===== config.mk =====
export PLATFORM = sky130hd
export DESIGN_NAME = bldc_commutator
export DESIGN_NICKNAME = d
export VERILOG_FILES = /design/src/rtl/bldc_comm_pkg.sv /design/src/rtl/bldc_dir_path.sv /design/src/rtl/bldc_hall_decode.sv /design/src/rtl/bldc_drive_gate.sv /design/src/rtl/bldc_commutator.sv
export SDC_FILE = /design/constraint.sdc
export NUM_CORES = 1
export LEC_CHECK = 0
export ABC_AREA = 1
export BUFFER_PORTS_ARGS = -buffer_cell sky130_fd_sc_hd__buf_2
export CORE_AREA = 2 2 39 41
export DETAILED_ROUTE_END_ITERATION = 16
export DIE_AREA = 0 0 41 43
export GPL_ROUTABILITY_DRIVEN = 0
export PLACE_DENSITY_LB_ADDON = 0.3
export SYNTH_ARGS = -nofsm -noshare
export SYNTH_HDL_FRONTEND = slang
export SYNTH_HIERARCHICAL = 1
export SYNTH_SLANG_ARGS = --single-unit

===== constraint.sdc =====
create_clock -name clk -period 1.4 [get_ports clk]
set_clock_uncertainty 0.15 [all_clocks]
set_input_delay 0.28 -clock clk [delete_from_list [all_inputs] [get_ports clk]]
set_output_delay 0.28 -clock clk [all_outputs]
set_load 0.02 [all_outputs]

===== src/rtl/bldc_comm_pkg.sv =====
package bldc_comm_pkg;
   localparam int unsigned NUM_PHASES = 3;
   localparam int unsigned PH_A = 0;
   localparam int unsigned PH_B = 1;
   localparam int unsigned PH_C = 2;

   typedef logic [NUM_PHASES-1:0] phase_vec_t;

   // Hall-code based on sensor order H1 (MSB) .. H3 (LSB)
   typedef enum logic [2:0] {
      HALL_NONE0 = 3'b000,
      HALL_S1    = 3'b001,
      HALL_S2    = 3'b011,
      HALL_S3    = 3'b010,
      HALL_S4    = 3'b110,
      HALL_S5    = 3'b100,
      HALL_S6    = 3'b101,
      HALL_NONE7 = 3'b111
   } hall_code_e;

   function automatic phase_vec_t phase_bit(input int unsigned idx);
      phase_vec_t v;
      v = '0;
      v[idx] = 1'b1;
      return v;
   endfunction
endpackage


===== src/rtl/bldc_dir_path.sv =====
module bldc_dir_path #(
   parameter int unsigned DIR_STAGES = 2,
   parameter bit          RESET_DIR  = 1'b1
) (
   input  logic clk,
   input  logic rst_n,
   input  logic pwm_tick_i,
   input  logic speed_low_i,
   input  logic dir_req_i,
   output logic dir_eff_o,
   output logic busy_o
);
   localparam int unsigned LAST = DIR_STAGES - 1;

   if (DIR_STAGES < 1) begin : g_bad_stages
      $error("bldc_dir_path: DIR_STAGES must be at least 1");
   end

   logic                  acc_dir_q;
   logic [DIR_STAGES-1:0] stg_q;
   logic                  chain_settled;

   // speed-gated holding register for the requested direction
   always_ff @(posedge clk) begin
      if (!rst_n)
         acc_dir_q <= RESET_DIR;
      else if (speed_low_i)
         acc_dir_q <= dir_req_i;
   end

   for (genvar g = 0; g < DIR_STAGES; g++) begin : g_stage
      logic stg_d;
      if (g == 0) begin : g_head
         assign stg_d = acc_dir_q;
      end else begin : g_body
         assign stg_d = stg_q[g-1];
      end
      always_ff @(posedge clk) begin
         if (!rst_n)
            stg_q[g] <= RESET_DIR;
         else if (pwm_tick_i)
            stg_q[g] <= stg_d;
      end
   end

   assign chain_settled = (stg_q == {DIR_STAGES{acc_dir_q}});
   assign busy_o        = (dir_req_i != acc_dir_q) || !chain_settled;
   assign dir_eff_o     = stg_q[LAST];

   AST_ACC_HOLD: assert property (@(posedge clk) disable iff (!rst_n)
      !speed_low_i |=> $stable(acc_dir_q));
   AST_CHAIN_HOLD: assert property (@(posedge clk) disable iff (!rst_n)
      !pwm_tick_i |=> $stable(stg_q));
   AST_EFF_MOVES_ON_TICK: assert property (@(posedge clk) disable iff (!rst_n)
      (dir_eff_o != $past(dir_eff_o)) |-> $past(pwm_tick_i));
endmodule


===== src/rtl/bldc_hall_decode.sv =====
module bldc_hall_decode
   import bldc_comm_pkg::*;
#(
   parameter int unsigned PHASES = 3
) (
   input  logic [2:0]        hall_i,
   input  logic              dir_i,
   output logic [PHASES-1:0] lo_sel_o,
   output logic [PHASES-1:0] hi_sel_o
);
   if (PHASES != NUM_PHASES) begin : g_bad_phases
      $error("bldc_hall_decode: only three phases are supported");
   end

   phase_vec_t fwd_lo, fwd_hi;

   // forward sequence; reverse swaps the two selected phases
   always_comb begin
      fwd_lo = '0;
      fwd_hi = '0;
      unique case (hall_code_e'(hall_i))
         HALL_S1: begin fwd_lo = phase_bit(PH_B); fwd_hi = phase_bit(PH_C); end
         HALL_S2: begin fwd_lo = phase_bit(PH_A); fwd_hi = phase_bit(PH_C); end
         HALL_S3: begin fwd_lo = phase_bit(PH_A); fwd_hi = phase_bit(PH_B); end
         HALL_S4: begin fwd_lo = phase_bit(PH_C); fwd_hi = phase_bit(PH_B); end
         HALL_S5: begin fwd_lo = phase_bit(PH_C); fwd_hi = phase_bit(PH_A); end
         HALL_S6: begin fwd_lo = phase_bit(PH_B); fwd_hi = phase_bit(PH_A); end
         default: begin fwd_lo = '0;              fwd_hi = '0;              end
      endcase
   end

   assign lo_sel_o = dir_i ? fwd_lo : fwd_hi;
   assign hi_sel_o = dir_i ? fwd_hi : fwd_lo;
endmodule


===== src/rtl/bldc_drive_gate.sv =====
module bldc_drive_gate #(
   parameter int unsigned PHASES = 3
) (
   input  logic              run_en_i,
   input  logic [PHASES-1:0] lo_sel_i,
   input  logic [PHASES-1:0] hi_sel_i,
   input  logic              busy_i,
   input  logic              brake_i,
   input  logic              quad4_i,
   input  logic              pwm_off_i,
   input  logic              fault_i,
   output logic [PHASES-1:0] lo_drv_o,
   output logic [PHASES-1:0] hi_drv_n_o
);
   if (PHASES < 1) begin : g_bad_phases
      $error("bldc_drive_gate: PHASES must be positive");
   end

   logic allow_any;
   logic allow_run;
   logic lo_chop;
   logic hi_chop;

   assign allow_any = run_en_i && !fault_i;
   assign allow_run = allow_any && !brake_i && !busy_i;
   assign lo_chop   = pwm_off_i;
   assign hi_chop   = pwm_off_i && quad4_i;

   for (genvar p = 0; p < PHASES; p++) begin : g_phase
      logic lo_on, hi_on;
      always_comb begin
         if (brake_i)
            lo_on = allow_any && !lo_chop;
         else
            lo_on = allow_run && lo_sel_i[p] && !lo_chop;
         hi_on = allow_run && hi_sel_i[p] && !hi_chop;
      end
      assign lo_drv_o[p]   = lo_on;
      assign hi_drv_n_o[p] = !hi_on;
   end
endmodule


===== src/rtl/bldc_commutator.sv =====
module bldc_commutator
   import bldc_comm_pkg::*;
#(
   parameter int unsigned DIR_STAGES = 2,
   parameter bit          RESET_DIR  = 1'b1
) (
   input  logic       clk,
   input  logic       rst_n,
   input  logic       pwm_tick_i,
   input  logic [2:0] hall_i,
   input  logic       dir_req_i,
   input  logic       speed_low_i,
   input  logic       quad4_i,
   input  logic       brake_i,
   input  logic       pwm_off_i,
   input  logic       uv_fault_i,
   input  logic       peak_fault_i,
   input  logic       coast_i,
   output logic [2:0] lo_drv_o,
   output logic [2:0] hi_drv_n_o
);
   logic       dir_eff;
   logic       dir_busy;
   logic       fault_any;
   phase_vec_t lo_sel, hi_sel;

   assign fault_any = uv_fault_i || peak_fault_i || coast_i;

   bldc_dir_path #(
      .DIR_STAGES (DIR_STAGES),
      .RESET_DIR  (RESET_DIR)
   ) u_dir (
      .clk         (clk),
      .rst_n       (rst_n),
      .pwm_tick_i  (pwm_tick_i),
      .speed_low_i (speed_low_i),
      .dir_req_i   (dir_req_i),
      .dir_eff_o   (dir_eff),
      .busy_o      (dir_busy)
   );

   bldc_hall_decode #(.PHASES(NUM_PHASES)) u_dec (
      .hall_i   (hall_i),
      .dir_i    (dir_eff),
      .lo_sel_o (lo_sel),
      .hi_sel_o (hi_sel)
   );

   bldc_drive_gate #(.PHASES(NUM_PHASES)) u_gate (
      .run_en_i   (rst_n),
      .lo_sel_i   (lo_sel),
      .hi_sel_i   (hi_sel),
      .busy_i     (dir_busy),
      .brake_i    (brake_i),
      .quad4_i    (quad4_i),
      .pwm_off_i  (pwm_off_i),
      .fault_i    (fault_any),
      .lo_drv_o   (lo_drv_o),
      .hi_drv_n_o (hi_drv_n_o)
   );

   AST_NO_SHOOT_THROUGH: assert property (@(posedge clk) disable iff (!rst_n)
      (lo_drv_o & ~hi_drv_n_o) == 3'b000);
   AST_ONE_LOW_SIDE: assert property (@(posedge clk) disable iff (!rst_n)
      !brake_i |-> $onehot0(lo_drv_o));
   AST_ONE_HIGH_SIDE: assert property (@(posedge clk) disable iff (!rst_n)
      $onehot0(~hi_drv_n_o));
   AST_BLANK_ON_REVERSAL: assert property (@(posedge clk) disable iff (!rst_n)
      (dir_busy && !brake_i) |-> (lo_drv_o == 3'b000 && hi_drv_n_o == 3'b111));
   AST_BRAKE_HIGH_OFF: assert property (@(posedge clk) disable iff (!rst_n)
      brake_i |-> hi_drv_n_o == 3'b111);
   AST_FAULT_DARK: assert property (@(posedge clk) disable iff (!rst_n)
      fault_any |-> (lo_drv_o == 3'b000 && hi_drv_n_o == 3'b111));
   AST_TWO_QUAD_HIGH_KEPT: assert property (@(posedge clk) disable iff (!rst_n)
      (!quad4_i && pwm_off_i && !brake_i && !fault_any && !dir_busy &&
       hall_i != 3'b000 && hall_i != 3'b111) |-> $countones(~hi_drv_n_o) == 1);
endmodule


==> results.txt <==
Leakage: 0.355 nW
Routed Antenna Nets: 0
Power Dens Cells: 596 mW/mm2
top-count cell post-synth: nand2_1
vias in the first global route: 400
Die Area: 0.00176 mm2
Die W: 41 um
Post-synth top cells: nand2_1, nand3_1, inv_1
critical path launch point: u_dir/dir_eff_o
count of nets after finishing: 118
clock tree buffer depth: 2
largest net degree at the start of global routing: 7
Sw Pwr: 0.112 mW
XOR/XNOR share of the synthesized area: 0
Seq cells post-synth: 3
final-report max-slew violation count: 0
Max VDD drop: 483 uV
P&R area growth vs syn: 60.2%
Post-synth EDFFs: 0
gr ovfl total: 0
mux contribution to synthesized area: 0
Crit. End Element: output pin
Synth area leaders: nand2_1, dfxtp_1, nand3_1, inv_1, buf_4
Crit Path Max Fanout: 6
Synthesized Nets: 88
FMAX: 579 MHz
Post-synth ARST share: 0
number of warnings issued by yosys: 6
ratio of cells with drive above 1 in the final layout: 0.456
post-route DRC violation count: 0
Critical Path RT: 0.97 ns
crit path DAT: 1.30 ns
First-pass DRT Iterations: 4
crit path launch type: flip-flop
fin util: 0.448
worst-margin pin slew: 0.151 ns
final WL: 962 um
Reg clk slew, reported paths: 0.04 ns
Die Height: 43 um
Final WS setup: -0.328 ns
wire per inst: 8.08 um
Cells after DPL: 114
Synth Area in Simple Gates: 0.563
diodes inserted: 0
hold wc startpoint: speed_low_i
Core ar.: 0.00138 mm2
final-report hold violation count: 0
Vias per Instance: 4.28
combinational share of power: 0.323
# IOs: 20
CTS H-tree depth: 1
Synth area leader: nand2_1
DRT iter0 DRCs: 6
period utilization: 1.23
final cell count without fillers: 119
clk sinks: 3
Avg Cell Area, Syn: 5.22 um2
Reg2Reg Launch Point: u_dir/acc_dir_q
largest family of logic cells by synthesized area: simple AND/OR/NAND/NOR gates
failing checks: setup timing
Clock Root Buffer: clkbuf_4
fin crit period: 1.73 ns
std cell rows: 14
post-DP HPWL: 770 um
unrepaired setup endpoints after global routing: yes
top-area cell type share of the netlist area: 0.262
P_int: 0.257 mW
Distinct cells, synth: 14
Synth Area in Compound Gates: 0.0971
Max-slew headroom: 0.899
first-pass GRT wire length: 1390 um
Final setup viols: 6
CTS buffer count: 3
Switching Share: 0.303
Initial Utilization: 0.279
register area share after synthesis: 0.155
CTS tree: done
initial antenna violation count: 0
status: finished, violations left
later-pin clock latency in the skew report: 0.23 ns
maxcap violations: 0
port bufs: 19
top_reg_cell synth: dfxtp_1
mapped cell area: 387 um2
Vias: 509
part of the power in registers: 0.269
Mapped Cells: 74
CP Class: flip-flop to output pin
adder-cell share of the synthesized area: 0
clock share of power: 0.408
GR Util All Layers: 0.114
Hold Path Class: input port to flip-flop
-- flip-flops by register name, summed over array words and instances (netlist names) --
register             cells
u_dir/acc_dir_q          1
u_dir/dir_eff_o          1
u_dir/g_stage.stg_d      1
-- power groups by stage --
stage / combinational (mW) / sequential [mW] / clock (mW)
floorplan: 0.0574 / 0.0995 / 0
global placement: 0.110 / 0.0983 / 0
detailed placement: 0.112 / 0.0985 / 0
CTS: 0.116 / 0.0973 / 0.158
global route: 0.135 / 0.100 / 0.167
finish: 0.119 / 0.0994 / 0.151
-- path summary, 6_finish.rpt --
| check | to | slack (ns) | depth (start not counted) |
|---|---|---|---|
| min | u_dir/acc_dir_q | 0.13 | 3 |
| max reg2reg | u_dir/g_stage[1].stg_d | 0.55 | 3 |
| min reg2reg | u_dir/dir_eff_o | 0.35 | 2 |
| max | lo_drv_o[1] | -0.33 | 8 |
-- kinds of logic (layout without fill, tap and decap cells) --
family          count (synthesis)  count (layout)
compound gates                  6               6
flops                           3               3
buf+inv                        16              45
simple gates                   49              49
-- cells in the final DEF, fill, tap and decap left out, drive strengths merged --
| cell type | n |
|---|---|
| nand2 | 29 |
| o21ai | 6 |
| or2 | 1 |
| buf | 28 |
| dfxtp | 3 |
| nand3 | 11 |
| nor2 | 7 |
| inv | 13 |
| nand4 | 1 |
| clkbuf | 4 |
-- per-layer routing --
metal	wire length, um	vias to the layer above	share of wire	global-route usage
met5	0	-	0	0
met4	0	0	0	0.0600
met3	60	0	0.062	0.0314
met2	455	19	0.47	0.188
met1	446	207	0.46	0.124
li1	-	283	-	-
-- worst max-delay path: stages (launching register included) --
cell     delay [ns]
dfxtp_4        0.35
o21ai_1        0.12
nand2_1        0.06
inv_1          0.06
nand2_2        0.06
nor2_4         0.14
nand2_1        0.07
nand2_1        0.07
buf_6          0.12
-- per-stage QoR --
| stage | area [um2] | setup slack (ns) | hold slack [ns] | total power [mW] | TNS [ns] |
|---|---|---|---|---|---|
| 2_1_floorplan | 398 | -0.0223 | 0.213 | 0.157 | -0.0632 |
| 3_3_place_gp | 543 | -0.195 | 0.339 | 0.208 | -0.702 |
| 6_report | 619 | -0.328 | 0.132 | 0.369 | -1.90 |
| 3_5_place_dp | 543 | -0.215 | 0.344 | 0.210 | -0.837 |
| 4_1_cts | 597 | -0.353 | 0.127 | 0.371 | -2.04 |
| 5_1_grt | 619 | -0.408 | 0.155 | 0.403 | -2.32 |
-- cell type report --
cell class,instances,area (um2)
clock buffer,4,26.3
fill,146,764
inverter,13,48.8
multi-input combinational,55,264
sequential,3,66.3
tap,16,20.0
timing repair buffer,28,194
-- repair_timing --
item	4_1_cts	5_1_grt
endpoints found under the setup margin	6	6
hold buffers	0	0
buffers inserted	1	0
pin swaps	3	4
resized for setup	7	9
No activity file was read; power rests on OpenSTA's default activity.
